File: src/rtl/bugpat_pkg.sv
package bugpat_pkg;

    typedef enum logic {
        MODE_NORMAL = 1'b0,
        MODE_INNER  = 1'b1
    } mode_e;

endpackage

File: src/rtl/bugpat_table.sv
module bugpat_table #(
    parameter int STATE_W = 16,
    parameter int ENTRIES = 16,
    parameter int IDX_W   = $clog2(ENTRIES)
) (
    input  logic                              clk,
    input  logic                              rst_n,
    input  logic                              wr_en,
    input  logic [IDX_W-1:0]                  wr_idx,
    input  logic [STATE_W-1:0]                wr_value,
    input  logic [STATE_W-1:0]                wr_mask,
    input  logic                              wr_valid,
    output logic [ENTRIES-1:0][STATE_W-1:0]   val_o,
    output logic [ENTRIES-1:0][STATE_W-1:0]   msk_o,
    output logic [ENTRIES-1:0]                vld_o
);

    typedef struct packed {
        logic [ENTRIES-1:0][STATE_W-1:0] val;
        logic [ENTRIES-1:0][STATE_W-1:0] msk;
        logic [ENTRIES-1:0]              vld;
    } tbl_t;

    tbl_t tbl_d, tbl_q;

    // The whole entry is replaced in one edge, so no partial pattern is ever visible.
    always_comb begin
        tbl_d = tbl_q;
        if (wr_en) begin
            tbl_d.val[wr_idx] = wr_value;
            tbl_d.msk[wr_idx] = wr_mask;
            tbl_d.vld[wr_idx] = wr_valid;
        end
    end

    always_ff @(posedge clk or negedge rst_n) begin
        if (!rst_n) tbl_q <= '0;
        else        tbl_q <= tbl_d;
    end

    assign val_o = tbl_q.val;
    assign msk_o = tbl_q.msk;
    assign vld_o = tbl_q.vld;

endmodule

File: src/rtl/bugpat_match.sv
module bugpat_match #(
    parameter int STATE_W = 16,
    parameter int ENTRIES = 16,
    parameter int IDX_W   = $clog2(ENTRIES)
) (
    input  logic                              clk,
    input  logic                              rst_n,
    input  logic [STATE_W-1:0]                state,
    input  logic [ENTRIES-1:0][STATE_W-1:0]   val,
    input  logic [ENTRIES-1:0][STATE_W-1:0]   msk,
    input  logic [ENTRIES-1:0]                vld,
    input  logic                              wr_en,
    input  logic [IDX_W-1:0]                  wr_idx,
    output logic                              hit_o,
    output logic [IDX_W-1:0]                  idx_o
);

    typedef struct packed {
        logic             hit;
        logic [IDX_W-1:0] idx;
    } res_t;

    res_t                res_d, res_q;
    logic [ENTRIES-1:0]  raw;

    // One ternary comparator per entry; an entry under write is masked off.
    for (genvar e = 0; e < ENTRIES; e++) begin : g_cmp
        logic busy;
        assign busy   = wr_en && (wr_idx == IDX_W'(e));
        assign raw[e] = vld[e] && !busy && (((state ^ val[e]) & msk[e]) == '0);
    end

    // Scan from the top so the lowest matching index is the one left.
    always_comb begin
        res_d = '0;
        for (int i = ENTRIES - 1; i >= 0; i--) begin
            if (raw[i]) begin
                res_d.hit = 1'b1;
                res_d.idx = IDX_W'(i);
            end
        end
    end

    always_ff @(posedge clk or negedge rst_n) begin
        if (!rst_n) res_q <= '0;
        else        res_q <= res_d;
    end

    assign hit_o = res_q.hit;
    assign idx_o = res_q.idx;

endmodule

File: src/rtl/bugpat_mode.sv
module bugpat_mode
    import bugpat_pkg::*;
#(
    parameter int CNT_W = 8
) (
    input  logic             clk,
    input  logic             rst_n,
    input  logic             hit,
    input  logic             retire,
    input  logic [CNT_W-1:0] hold_cfg,
    output logic             inner_o,
    output logic             flush_o
);

    typedef struct packed {
        mode_e            mode;
        logic [CNT_W-1:0] cnt;
        logic             flush;
    } ctl_t;

    ctl_t ctl_d, ctl_q;

    always_comb begin
        ctl_d       = ctl_q;
        ctl_d.flush = 1'b0;
        unique case (ctl_q.mode)
            MODE_NORMAL: begin
                if (hit) begin
                    ctl_d.mode  = MODE_INNER;
                    ctl_d.cnt   = hold_cfg;
                    ctl_d.flush = 1'b1;
                end
            end
            MODE_INNER: begin
                if (hit) begin
                    ctl_d.cnt = hold_cfg;
                end else if (ctl_q.cnt == '0) begin
                    ctl_d.mode  = MODE_NORMAL;
                    ctl_d.flush = 1'b1;
                end else if (retire) begin
                    ctl_d.cnt = ctl_q.cnt - 1'b1;
                end
            end
            default: ctl_d = ctl_q;
        endcase
    end

    always_ff @(posedge clk or negedge rst_n) begin
        if (!rst_n) ctl_q <= '{mode: MODE_NORMAL, cnt: '0, flush: 1'b0};
        else        ctl_q <= ctl_d;
    end

    assign inner_o = (ctl_q.mode == MODE_INNER);
    assign flush_o = ctl_q.flush;

endmodule

File: src/rtl/bugpat_guard.sv
module bugpat_guard #(
    parameter int STATE_W = 16,
    parameter int ENTRIES = 16,
    parameter int CNT_W   = 8,
    localparam int IDX_W  = $clog2(ENTRIES)
) (
    input  logic               clk,
    input  logic               rst_n,
    input  logic [STATE_W-1:0] state_i,
    input  logic               retire_i,
    input  logic [CNT_W-1:0]   hold_cfg_i,
    input  logic               wr_en_i,
    input  logic [IDX_W-1:0]   wr_idx_i,
    input  logic [STATE_W-1:0] wr_value_i,
    input  logic [STATE_W-1:0] wr_mask_i,
    input  logic               wr_valid_i,
    output logic               hit_o,
    output logic [IDX_W-1:0]   hit_idx_o,
    output logic               inner_o,
    output logic               flush_o
);

    logic [ENTRIES-1:0][STATE_W-1:0] tbl_val;
    logic [ENTRIES-1:0][STATE_W-1:0] tbl_msk;
    logic [ENTRIES-1:0]              tbl_vld;
    logic                            m_hit;
    logic [IDX_W-1:0]                m_idx;

    bugpat_table #(.STATE_W(STATE_W), .ENTRIES(ENTRIES), .IDX_W(IDX_W)) u_table (
        .clk      (clk),
        .rst_n    (rst_n),
        .wr_en    (wr_en_i),
        .wr_idx   (wr_idx_i),
        .wr_value (wr_value_i),
        .wr_mask  (wr_mask_i),
        .wr_valid (wr_valid_i),
        .val_o    (tbl_val),
        .msk_o    (tbl_msk),
        .vld_o    (tbl_vld)
    );

    bugpat_match #(.STATE_W(STATE_W), .ENTRIES(ENTRIES), .IDX_W(IDX_W)) u_match (
        .clk    (clk),
        .rst_n  (rst_n),
        .state  (state_i),
        .val    (tbl_val),
        .msk    (tbl_msk),
        .vld    (tbl_vld),
        .wr_en  (wr_en_i),
        .wr_idx (wr_idx_i),
        .hit_o  (m_hit),
        .idx_o  (m_idx)
    );

    bugpat_mode #(.CNT_W(CNT_W)) u_mode (
        .clk      (clk),
        .rst_n    (rst_n),
        .hit      (m_hit),
        .retire   (retire_i),
        .hold_cfg (hold_cfg_i),
        .inner_o  (inner_o),
        .flush_o  (flush_o)
    );

    assign hit_o     = m_hit;
    assign hit_idx_o = m_idx;

endmodule

File: config.mk
export PLATFORM = sky130hd
export DESIGN_NAME = bugpat_guard
export DESIGN_NICKNAME = d
export VERILOG_FILES = /design/src/rtl/bugpat_pkg.sv /design/src/rtl/bugpat_table.sv /design/src/rtl/bugpat_match.sv /design/src/rtl/bugpat_mode.sv /design/src/rtl/bugpat_guard.sv
export SDC_FILE = /design/constraint.sdc
export NUM_CORES = 1
export LEC_CHECK = 0
export BUFFER_PORTS_ARGS = -buffer_cell sky130_fd_sc_hd__buf_2
export CAP_MARGIN = 10
export CORE_ASPECT_RATIO = 0.9
export CORE_UTILIZATION = 43
export DETAILED_ROUTE_END_ITERATION = 6
export SYNTH_ARGS = -nofsm -noshare
export SYNTH_HDL_FRONTEND = slang
export SYNTH_SLANG_ARGS = --single-unit
File: constraint.sdc
create_clock -name clk -period 2.4 [get_ports clk]
set_input_delay 0.48 -clock clk [delete_from_list [all_inputs] [get_ports clk]]
set_output_delay 0.48 -clock clk [all_outputs]
set_load 0.005 [all_outputs]
=== Yosys cells after proc, flatten, opt, wreduce, memory -nomap -nowiden ===
Index checks and enable logic that the tools add are counted.

* Register bits after elaboration: 543
* Bits of input ports: 65
* Word-level logic and storage cells: 208

* Add/subtract/negate cells: 1
* Order comparisons: 2
* Eq/ne operators: 18
* Mux-type cells: 32
* Bitwise logic cells: 33
* Reductions and logical operators: 84

{| class="wikitable"
|+ Operators by type and width
! operator !! count
|-
| $bwmux W256 || 2
|-
| $and A16 B16 Y16 || 16
|-
| $logic_not A16 Y1 || 16
|-
| $xor A16 B16 Y16 || 16
|-
| $mux W5 || 16
|-
| $demux W16 S4 || 1
|-
| $logic_and A1 B1 Y1 || 49
|-
| $eq A4 B4 Y1 const B || 8
|-
| $mux W8 || 3
|-
| $pmux W10 S2 || 1
|-
| $bwmux W16 || 1
|-
| $eq A4 B3 Y1 const B || 4
|-
| $logic_not A1 Y1 || 16
|-
| $mux W16 || 1
|-
| $mux W10 || 1
|-
| $eq A4 B2 Y1 const B || 2
|-
| $logic_not A8 Y1 || 1
|-
| $sub A8 B1 Y8 const B || 1
|-
| $ne A3 B3 Y1 const B || 2
|-
| $lt A4 B5 Y1 const B || 1
|-
| $mux W1 || 5
|-
| $demux W1 S4 || 1
|-
| $eq A4 B1 Y1 const B || 1
|-
| $ge A4 B1 Y1 const B || 1
|-
| 4 further kinds || 4
|}

=== Depth between registers and ports, before layout ===
* Word-level depth: 21
* Depth in mapped cells: 9

=== By module ===
Synthesis repeated with hierarchy kept, for this count alone.

* Cells, all modules: 1768
* Area, all modules: 24546.0 um^2

{| class="wikitable"
|+ Modules (own cells, without submodules)
! module !! instances !! cells an instance !! area an instance (um^2) !! seq. area each (um^2)
|-
| bugpat_table || 1 || 1165 || 19720.2 || 13212.7
|-
| bugpat_match || 1 || 546 || 4231.6 || 125.1
|-
| bugpat_mode || 1 || 57 || 594.3 || 250.2
|}

=== Worst setup path after synthesis ===
Ideal clock, no wire load.

* Path type: input port to flip-flop
* Start: input port state_i[5]
* End: register u_match.res_q (netlist bit u_match.idx_o[0])
* Arrival time: 2.054 ns
* Required time: 2.267 ns
* Path slack: 0.213 ns
* Stages on the path: 8
* Cell sequence: buf_2 > xor2_1 > a22o_1 > a221oi_2 > nand4_1 > a211o_1 > a2111oi_1 > o31ai_1

{| class="wikitable"
|+ RTL lines
! item !! line !! source
|-
| start: declaration || bugpat_guard.sv:9 || <nowiki>input logic [STATE_W-1:0] state_i,</nowiki>
|-
| end signal: assignment || bugpat_match.sv:46 || <nowiki>else res_q <= res_d;</nowiki>
|-
| end: declaration || bugpat_match.sv:23 || <nowiki>res_t res_d, res_q;</nowiki>
|}

==> reports/summary.txt <==
Outcome -> finished, final reports clean
Library cells used by synthesis -> 44
Residual DRC -> 0
Final antenna-violating net count -> 0
All-Layer GR Usage -> 0.246
CTS root buf -> clkbuf_16
Clock transition at path regs -> 0.06 ns
Final wirelength -> 69800 um
Post-CTS setup buffer count -> 0
Finished Layout Cells -> 2744
R2R Path Start -> u_table.val_o[210]
Area contributors post-synth -> dfrtp_1, mux2_2, xor2_1
Die footprint -> 57600 sq um
Netlist Area Pre-Place -> 24400 sq um
Syn_nets -> 1829
Ys flop type -> dfrtp_1
Drt first-iter violations -> 1049
Global route total overflow -> 0
Synthesis-stage register bit count -> 543
Largest net degree at the start of global routing -> 65
Hold wc startpoint -> hold_cfg_i[6]
Die height -> 228 um
Largest family of logic cells by synthesized area -> multiplexers
CTS tree -> built
Worst R2R Setup Slack -> 0.06 ns
Vias in the first global route -> 15700
Most common cell in the netlist -> dfrtp_1
Worst skew pair latency -> 0.62 ns
Compound-Gate Fraction of Synth Area -> 0.0488
Clock Skews -> 0.0190 ns
Post-synth top cells -> dfrtp_1, mux2_2, xor2_1
Pins over their slew limit -> 0
Synth Area in XOR/XNOR -> 0.0920
Initial antenna violation count -> 6
Post-synthesis simple-gate area fraction -> 0.0325
Clock Path Buffers -> 3
Setup TNS -> 0 ns
CP Class -> reg2reg
WL per Instance -> 25.4 um
H-tree depth -> 2
FMAX -> 0.428 GHz
CP required -> 2.90 ns
Core area -> 55800 sq um
Initial Utilization -> 0.437
Share of layout cells above drive strength 1 -> 0.445
Drt first pass iters -> 5
I/O pin count -> 72
Critical path launch point type -> flip-flop
Worst EP arrival -> 2.84 ns
Setup-failing EPs final -> 0
Synth area leader -> dfrtp_1
IR drop worst, VDD -> 595 uV
Post-Syn Instances -> 1763
Count of final hold-check violations -> 0
Worst-margin pin slew -> 0.641 ns
Worst hold path cell count -> 3
CP cell instances -> xor2_1 > a22oi_2 > nand4_1 > buf_4 > nor3_1 > buf_4 > nor4b_1 > nand3b_1 > a31oi_2
Area occupied by multi-input gates -> 10300 sq um
Delay-heaviest family, CP -> simple AND/OR/NAND/NOR gates
Tmin final -> 2.34 ns
CP dominant cell by count -> buf_4
Slew HR -> 0.572
Post-synthesis adder-cell area fraction -> 0.000513
Post-synthesis mux area share -> 0.244
Capturing point of the worst reg2reg path -> u_match.idx_o[2]
YS warnings -> 0
Mean Syn Cell Area -> 13.8 sq um
Hold endpoint -> u_mode.ctl_q[7]
Placed insts -> 2638
Pwr per Cell Area -> 959 nW/um^2
Worst min-delay path category -> in2reg
Reg area -> 13600 sq um
Setup crit end kind -> flip-flop
Port Buf Inserts -> 71
P_leak -> 12.9 nW
Number of fill cells -> 4792
First-pass GRT wire length -> 103000 um
Fin crit share -> 0.975
Worst Path Buf+Inv -> 2
Clock sinks -> 543
Post-synth ARST share -> 1.00
Post-DP HPWL -> 46400 um
Path depth of the worst reg2reg path -> 9
Layout area overhead -> 17.8%
Crit-path max cell delay -> 0.39 ns
# rows -> 82
Total number of vias -> 15000
Post-synth EDFFs -> 0
Max-cap check violation count -> 0
Pwr Total -> 27.5 mW
Routability cong. -> 0.907
Total Nets Final -> 2007
Vias per cell -> 5.46
Die Span X -> 253 um
Critical path fanouts, max -> 2
CTS Buf Count -> 56
CP max stage cell -> dfrtp_1
Seq/Total Area, Yosys -> 0.558
Synth top area share -> 0.558
==> layout make-up <==
type,instances,area share
Sequential cell,543,0.473
Clock buffer,91,0.0604
Antenna cell,3,0.000261
Clock inverter,11,0.00401
Multi-Input combinational cell,1093,0.359
Tap cell,756,0.0329
Inverter,4,0.000523
Timing Repair Buffer,243,0.0691
==> power breakdown <==
part | internal, mW | switching (mW)
Combinational | 3.16 | 2.95
Sequential | 11.3 | 1.34
Clock | 5.12 | 3.62
==> cell families (layout without fill, tap and decap cells) <==
kind of cell    after synthesis  after routing
flops                       543            543
mux                         527            527
xor+xnor                    256            256
compound gates              160            160
simple gates                149            149
buf+inv                     127            349
fa+ha+maj                     1              1
other cells                   0              3
==> worst max-delay path by stage <==
stage                             from          endpoint  cells after the start
floorplan                   state_i[5]  u_match.idx_o[0]                      8
global placement            state_i[7]  u_match.idx_o[2]                     10
detailed placement          state_i[7]  u_match.idx_o[2]                     10
CTS                 u_table.val_o[113]  u_match.idx_o[2]                      8
global route        u_table.val_o[211]  u_match.idx_o[2]                     10
finish              u_table.val_o[210]  u_match.idx_o[2]                      9
==> state kept, by name (all words and copies together), names as in the netlist <==
| register | count |
|---|---|
| u_table.vld_o | 16 |
| u_match.hit_o | 1 |
| u_table.msk_o | 256 |
| u_mode.inner_o | 1 |
| u_mode.ctl_q | 8 |
| u_mode.flush_o | 1 |
| u_match.idx_o | 4 |
| u_table.val_o | 256 |
==> tightest hold or removal path: cells and delay by family <==
family                 cells  cell delay [ns]
buffers and inverters      1             0.08
AOI/OAI and AO/OA          2             0.14
==> metal layers <==
metal  routed length (um)  up-vias  track usage  share of wire
met1                31100     7912        0.335           0.45
met5                   12        -            0        0.00017
met4                 2510        2       0.0926          0.036
met2                32700      328        0.390           0.47
met3                 3420      127       0.0456          0.049
li1                     -     6612            -              -
==> per-stage QoR <==
stage           util  hold slack, ns  instance area, sq um  worst slack (ns)
4_1_cts        0.513           0.113                 28600            0.0122
3_5_place_dp   0.480           0.493                 26800            -0.396
5_1_grt        0.514           0.150                 28700           -0.0297
2_1_floorplan      -           0.184                 24400             0.213
6_report       0.514           0.137                 28700            0.0611
3_3_place_gp   0.480           0.485                 26800            -0.315
==> cells in the final DEF (no fill, tap or decap), types with 4 or more instances in the layout <==
cell type and count:
a21oi_1 8, a22oi_1 117, buf_12 26, buf_2 70, buf_4 145, clkbuf_1 16
clkbuf_16 57, clkbuf_8 18, clkinv_2 6, dfrtp_1 543, inv_1 4, mux2_2 527
nand2_1 39, nand2b_1 8, nand3b_1 4, nand4_1 25, nand4b_1 7, nor2_1 13
nor2_4 9, nor3_1 11, nor4_1 8, o21ai_0 10, xor2_1 256
==> timing repair <==
action,CTS,global route
hold endpoints to repair,44,0
hold buffers,1,0
pin swaps,0,1
gates resized for setup,1,9
setup endpoints to repair,1,5
Note: power is estimated with default switching activity, not from simulation.
